[config.mk]
export PLATFORM = sky130hd
export DESIGN_NAME = bus_master_arbiter
export DESIGN_NICKNAME = d
export VERILOG_FILES = /design/src/rtl/busarb_pkg.sv /design/src/rtl/dma_req_sync.sv /design/src/rtl/dma_level_cmp.sv /design/src/rtl/arb_pick.sv /design/src/rtl/bus_master_arbiter.sv
export SDC_FILE = /design/constraint.sdc
export NUM_CORES = 1
export LEC_CHECK = 0
export BUFFER_PORTS_ARGS = -buffer_cell sky130_fd_sc_hd__buf_2
export CELL_PAD_IN_SITES_DETAIL_PLACEMENT = 0
export CELL_PAD_IN_SITES_GLOBAL_PLACEMENT = 2
export CORE_ASPECT_RATIO = 1.4
export CORE_UTILIZATION = 26
export CTS_CLUSTER_SIZE = 28
export DETAILED_ROUTE_END_ITERATION = 7
export PLACE_DENSITY = 0.75
export SETUP_SLACK_MARGIN = 0.15
export SYNTH_ARGS = -nofsm -noshare
export SYNTH_HDL_FRONTEND = slang
export SYNTH_HIERARCHICAL = 1
export SYNTH_SLANG_ARGS = --single-unit
[constraint.sdc]
create_clock -name clk -period 2.9 [get_ports clk]
set_input_delay 0.58 -clock clk [delete_from_list [all_inputs] [get_ports clk]]
set_output_delay 0.58 -clock clk [all_outputs]
set_load 0.05 [all_outputs]
[src/rtl/busarb_pkg.sv]
package busarb_pkg;

    localparam int NUM_DMA = 2;
    localparam int NUM_MST = NUM_DMA + 2;

    typedef enum logic [1:0] {
        M_EXT  = 2'd0,
        M_DMA0 = 2'd1,
        M_DMA1 = 2'd2,
        M_CPU  = 2'd3
    } mst_e;

    typedef logic [NUM_MST-1:0] mvec_t;

    function automatic mvec_t to_onehot(mst_e m);
        return mvec_t'(1) << m;
    endfunction

endpackage

[src/rtl/dma_req_sync.sv]
module dma_req_sync #(
    parameter int STAGES = 2,
    parameter int WIDTH  = 2
) (
    input  logic             clk,
    input  logic             rst,
    input  logic [WIDTH-1:0] din,
    output logic [WIDTH-1:0] dout
);

    for (genvar g = 0; g < WIDTH; g++) begin : g_bit
        logic [STAGES-1:0] sh;
        always_ff @(posedge clk) begin
            if (rst) sh <= '0;
            else     sh <= STAGES'({sh, din[g]});
        end
        assign dout[g] = sh[STAGES-1];
    end

endmodule

[src/rtl/dma_level_cmp.sv]
module dma_level_cmp #(
    parameter int LVL_W = 3
) (
    input  logic [LVL_W-1:0] lvl0,
    input  logic [LVL_W-1:0] lvl1,
    output logic             cfg_err,
    output logic             dma1_first
);

    always_comb begin
        cfg_err    = (lvl0 == lvl1);
        dma1_first = (lvl1 > lvl0);
    end

endmodule

[src/rtl/arb_pick.sv]
module arb_pick
    import busarb_pkg::*;
(
    input  mvec_t pend,
    input  logic  dma1_first,
    output mst_e  pick,
    output logic  any
);

    always_comb begin
        any  = |pend;
        pick = M_CPU;
        if (pend[M_EXT])                     pick = M_EXT;
        else if (dma1_first && pend[M_DMA1]) pick = M_DMA1;
        else if (pend[M_DMA0])               pick = M_DMA0;
        else if (pend[M_DMA1])               pick = M_DMA1;
        else if (pend[M_CPU])                pick = M_CPU;
    end

endmodule

[src/rtl/bus_master_arbiter.sv]
module bus_master_arbiter
    import busarb_pkg::*;
#(
    parameter int LVL_W       = 3,
    parameter int SYNC_STAGES = 2
) (
    input  logic               clk,
    input  logic               rst,
    input  logic               ext_req,
    input  logic [1:0]         dma_req,
    input  logic [LVL_W-1:0]   dma_lvl0,
    input  logic [LVL_W-1:0]   dma_lvl1,
    input  logic               cpu_req,
    input  logic               cycle_done,
    input  logic               last_of_operand,
    input  logic               rmw_read,
    output logic [3:0]         grant,
    output logic               cfg_err
);

    logic [NUM_DMA-1:0] dma_sync;
    logic [NUM_DMA-1:0] dma_ok;
    logic               dma1_first;
    mvec_t              pend;
    mvec_t              grant_q;
    mst_e               pick;
    logic               any_pend;
    logic               owner_req;
    logic               arb_point;

    dma_req_sync #(
        .STAGES (SYNC_STAGES),
        .WIDTH  (NUM_DMA)
    ) u_sync (
        .clk  (clk),
        .rst  (rst),
        .din  (dma_req),
        .dout (dma_sync)
    );

    dma_level_cmp #(
        .LVL_W (LVL_W)
    ) u_lvl (
        .lvl0       (dma_lvl0),
        .lvl1       (dma_lvl1),
        .cfg_err    (cfg_err),
        .dma1_first (dma1_first)
    );

    always_comb begin
        dma_ok    = dma_sync & {NUM_DMA{~cfg_err}};
        pend      = {cpu_req, dma_ok[1], dma_ok[0], ext_req};
        owner_req = |(grant_q & pend);
        arb_point = (cycle_done & last_of_operand & ~rmw_read) | ~owner_req;
    end

    arb_pick u_pick (
        .pend       (pend),
        .dma1_first (dma1_first),
        .pick       (pick),
        .any        (any_pend)
    );

    always_ff @(posedge clk) begin
        if (rst)                        grant_q <= to_onehot(M_CPU);
        else if (arb_point && any_pend) grant_q <= to_onehot(pick);
    end

    assign grant = grant_q;

endmodule

Yosys cells after proc, flatten, opt, wreduce, memory -nomap -nowiden
Index checks and enable logic that the tools add are counted.
- register bits after elaboration: 8
- input port bits: 15
- output and inout bits: 5
- word-level logic and storage cells: 22
- magnitude comparators: 1
- equal/unequal tests: 1
- shift-type cells: 1
- multiplexer cells: 4
- bitwise operators: 8
- reduce and logical (&&, ||, !) cells: 4
- operators by type and width (cell ; count):
    $reduce_or 4->1 ; 2
    $mux 2 ; 3
    $and 4x4->4 ; 1
    $shl 1x2->4 const A ; 1
    $eq 3x3->1 ; 1
    $gt 3x3->1 ; 1
    $not 1->1 ; 3
    $and 1x1->1 ; 2
    $and 2x2->2 ; 1
    $logic_and 1x1->1 ; 2
    $mux 1 ; 1
    $or 1x1->1 ; 1

Depth between registers and ports, before layout
- word-level depth: 8
- depth in mapped cells: 8
- depth with buffers taken out: 8

Cells and area by module
The synthesis kept the hierarchy.
- modules (own cells, without submodules) (module ; instances ; cells each ; area an instance (um^2) ; seq. area each (um^2)):
    bus_master_arbiter ; 1 ; 25 ; 261.5 ; 80.1
    dma_req_sync ; 1 ; 10 ; 120.1 ; 80.1
    dma_level_cmp ; 1 ; 10 ; 81.3 ; 0.0
    arb_pick ; 1 ; 5 ; 27.5 ; 0.0

Worst setup path before layout
OpenSTA, ideal clock, no wires.
- path kind: input port to flip-flop
- start point: input dma_lvl0[2]
- end point: register grant_q[3] (netlist: grant[3])
- setup time: 120 ps
- arrival time: 2566 ps
- data required time: 2780 ps
- setup slack: 215 ps
- stages on the path: 7
- path buffers: 0
- cell sequence: inv_1 > ha_1 > and3_4 > and2b_2 > or4_1 > and4_2 > a211o_1
- elaborated cells between the ends (all ways): 16
- classes of those cells: 1 x order compare; 1 x eq/ne; 1 x shift; 4 x mux; 5 x bitwise; 4 x reduce/logical
- RTL lines (item ; line ; RTL):
    start, declared ; bus_master_arbiter.sv:11 ; input logic [LVL_W-1:0] dma_lvl0,
    $eq 3x3->1 ; dma_level_cmp.sv:11 ; cfg_err = (lvl0 == lvl1);
    via cfg_err ; bus_master_arbiter.sv:18 ; output logic cfg_err
    $not 1->1 ; bus_master_arbiter.sv:51 ; dma_ok = dma_sync & {NUM_DMA{~cfg_err}};
    $and 2x2->2 ; bus_master_arbiter.sv:51 ;
    via dma_ok[1] ; bus_master_arbiter.sv:22 ; logic [NUM_DMA-1:0] dma_ok;
    $reduce_or 4->1 ; arb_pick.sv:11 ; any = |pend;
    via any_pend ; bus_master_arbiter.sv:27 ; logic any_pend;
    $logic_and 1x1->1 ; bus_master_arbiter.sv:66 ; else if (arb_point && any_pend) grant_q <= to_onehot(pick);
    end signal, assigned ; bus_master_arbiter.sv:65 ; if (rst) grant_q <= to_onehot(M_CPU);
    end signal, assigned ; bus_master_arbiter.sv:66 ;
    end, declared ; bus_master_arbiter.sv:25 ; mvec_t grant_q;
The timed path passes the listed nets, and every way through them passes these cells.
A chain may end at the register's enable or synchronous reset.

Worst setup path in the final report
- start point: input dma_lvl0[2]
- end point: register grant_q[3] (netlist: grant[3])
- elaborated cells between the ends (all ways): 16
- classes of those cells: 1 x order compare; 1 x eq/ne; 1 x shift; 4 x mux; 5 x bitwise; 4 x reduce/logical
- RTL lines (item ; line):
    $eq 3x3->1 ; dma_level_cmp.sv:11
    $not 1->1 ; bus_master_arbiter.sv:51
    $and 2x2->2 ; bus_master_arbiter.sv:51
    via dma_ok[1] ; bus_master_arbiter.sv:22
    $reduce_or 4->1 ; arb_pick.sv:11
    via any_pend ; bus_master_arbiter.sv:27
    $logic_and 1x1->1 ; bus_master_arbiter.sv:66
The timed path passes the listed nets, and every way through them passes these cells.

==> flow_summary.ini <==
[logic_synthesis]
yosys.area_share.simple = 0.250
async_flop_share = 0
synthCells = 50
ys_seq_area_frac = 0.327
synth_compound_area_frac = 0.255
synthTopCellsByCount = dfxtp_1 (8), inv_1 (8), nor2b_1 (4)
ys_ff_latch = 8
synthAdderAreaFrac = 0.0765
synth_mux_area_frac = 0
synthFlopType = dfxtp_1
synthDistinctLibCells = 22
synth_top_family_by_area = compound AO/OA/AOI/OAI gates
mappedNetlistArea_um2 = 490
synth.area.top_cells = dfxtp_1 (33%), ha_1 (7.7%), a211o_2 (6.1%)
synth_edf_count = 0
postSynthAreaPerCell_um2 = 9.81
yosysWarnings = 6
synth.top_cell.area_share = 0.327
synth_xor_area_frac = 0
syn_nets = 68
yosys.area.top_type = dfxtp_1

[grt]
gr-usage-met3 = 0.0252
grt_pass1_vias = 371
grt-busiest-layer = met2
antenna_found_initial = 0
grt.overflow.total = 0
met1_usage = 0.115
met2_usage = 0.186
grt_first_pass_wirelength_um = 1530
grt.total_usage = 0.107
grt_start_max_net_pins = 12

[critical_path]
r2r-start = u_sync/g_bit[1].sh[1]
required_ns = 3.04
r2r-end = grant[3]
cp_data_arrival_time_ns = 2.60
reg2reg_slack_ns = 1.13
crit_path_end_kind = register
startpoint = dma_lvl0[2]
critPathKind = in2reg
worstSetupStartpointType = input pin
cp_max_fo = 6
crit_end = grant[3]
r2r_cells = 4

[sta]
hold_viol_final = 0
period_share = 0.851
maxSlewHeadroom = 0.771
fin_hold_ws_ns = 0.433
fin_tns_setup_ns = 0
setup_viol_count_final = 0
finClkSkew_ns = 0.00321
finalWorstSetupSlack_ns = 0.431
worst_pin_slew_ns = 0.343
drv_slew = 0
max_freq_mhz = 405
rsz0062_at_grt = no
period_minus_slack_ns = 2.47

[finish]
final_nets = 90
n_antenna_cell = 0
syn_to_final_growth_pct = 26.0
stdcell_area_um2 = 618
fin_util = 0.352
final_cells = 90
final_layout_size_suffix_gt1_frac = 0.471

[clock_tree]
htree_levels = 1
root_buffer = clkbuf_4
clk_pin_slew_ns = 0.05
cts_tree = done
cts_sinks = 8
clock_latency_ns = 0.24
cts_resized = 0
clock_path_buffers = 2
holdBufCountCts = 0
cts_setup_buffers = 0
cts_buffers = 3

[floorplan]
die_h_um = 53.4
die_area_um2 = 2070
die_x_um = 38.7
initial_core_util = 0.279
fp-row-count = 18
boundaryPins = 20
core_um2 = 1760

[placement]
dp.cells = 87
dp_slack_ns = 0.171
routabilityCongestion = 0.646
place_area_um2 = 596
dp_hpwl_um = 771
port_buffers = 19

[routing]
drtAntennaViolNets = 0
totalWireLength_um = 917
wl_per_cell_um = 10.2
firstDrtPassIters = 4
route.detailed.drc = 0
vias_per_cell = 4.61
vias = 415
first_iter_violations = 7

[pwr]
leakage_nw = 0.299
max-vdd-ir-drop_mv = 0.291
power_mw = 0.283
power.density_nw_per_um2 = 458

[job]
max_cap_violations = 0

[run_status]
status = completed

[hold_path]
min_from = u_sync/g_bit[1].sh[0]
hp-class = reg2reg
[cells in the final DEF (no fill, tap or decap)]
cell type	count
a21oi_2	1
o41ai_1	3
nor2b_1	4
inv_1	8
a22o_1	1
clkbuf_4	3
a21oi_1	3
or4_1	1
and4_2	1
o32ai_4	1
and2b_2	2
a211o_1	1
and3b_1	1
and3b_2	1
dfxtp_1	8
buf_2	19
nand2b_1	1
a211o_2	3
nand2_1	2
nand2_4	1
ha_1	3
and3_4	1
nand3b_1	1
[critical path: stages]
cell     delay, ns
buf_2         0.08
inv_1         0.03
ha_1          0.30
and3_4        0.22
and2b_2       0.23
or4_1         0.63
and4_2        0.28
a211o_1       0.25
[worst min-delay path by stage]
stage	end	slack, ns	cells after the start
6_report	u_sync/g_bit[1].sh[1]	0.43	1
5_1_grt	u_sync/g_bit[0].sh[1]	0.45	1
4_1_cts	u_sync/g_bit[1].sh[1]	0.43	1
3_5_place_dp	u_sync/g_bit[1].sh[1]	0.42	1
3_3_place_gp	u_sync/g_bit[0].sh[1]	0.42	1
2_1_floorplan	u_sync/g_bit[0].sh[1]	0.41	1
[power by group]
group | internal, mW | total, mW | switching, mW
clock | 0.0470 | 0.0797 | 0.0327
combinational | 0.0328 | 0.0818 | 0.0490
sequential | 0.117 | 0.121 | 0.00406
[layer usage]
| metal | vias to the layer above | wire [um] |
|---|---|---|
| met2 | 13 | 483 |
| li1 | 220 | - |
| met4 | 0 | 6 |
| met1 | 180 | 378 |
| met5 | - | 0 |
| met3 | 2 | 48 |
[logic make-up after synthesis]
family,Yosys count
AND/OR/NAND/NOR,16
flip-flops,8
AO/OA/AOI/OAI,13
adder cells (fa/ha/maj),3
buffers and inverters,10
[final cells by class]
type / instances / area (um^2)
tap: 20 / 25.0
multi-input combinational: 32 / 285
fill: 195 / 1140
sequential: 8 / 160
timing repair buffer: 19 / 95.1
clock buffer: 3 / 22.5
inverter: 8 / 30.0
[sequential cells by signal (all words and copies together), names as in the netlist]
register         cells
grant                4
u_sync/g_bit.sh      4
No activity file was read; power rests on OpenSTA's default activity.
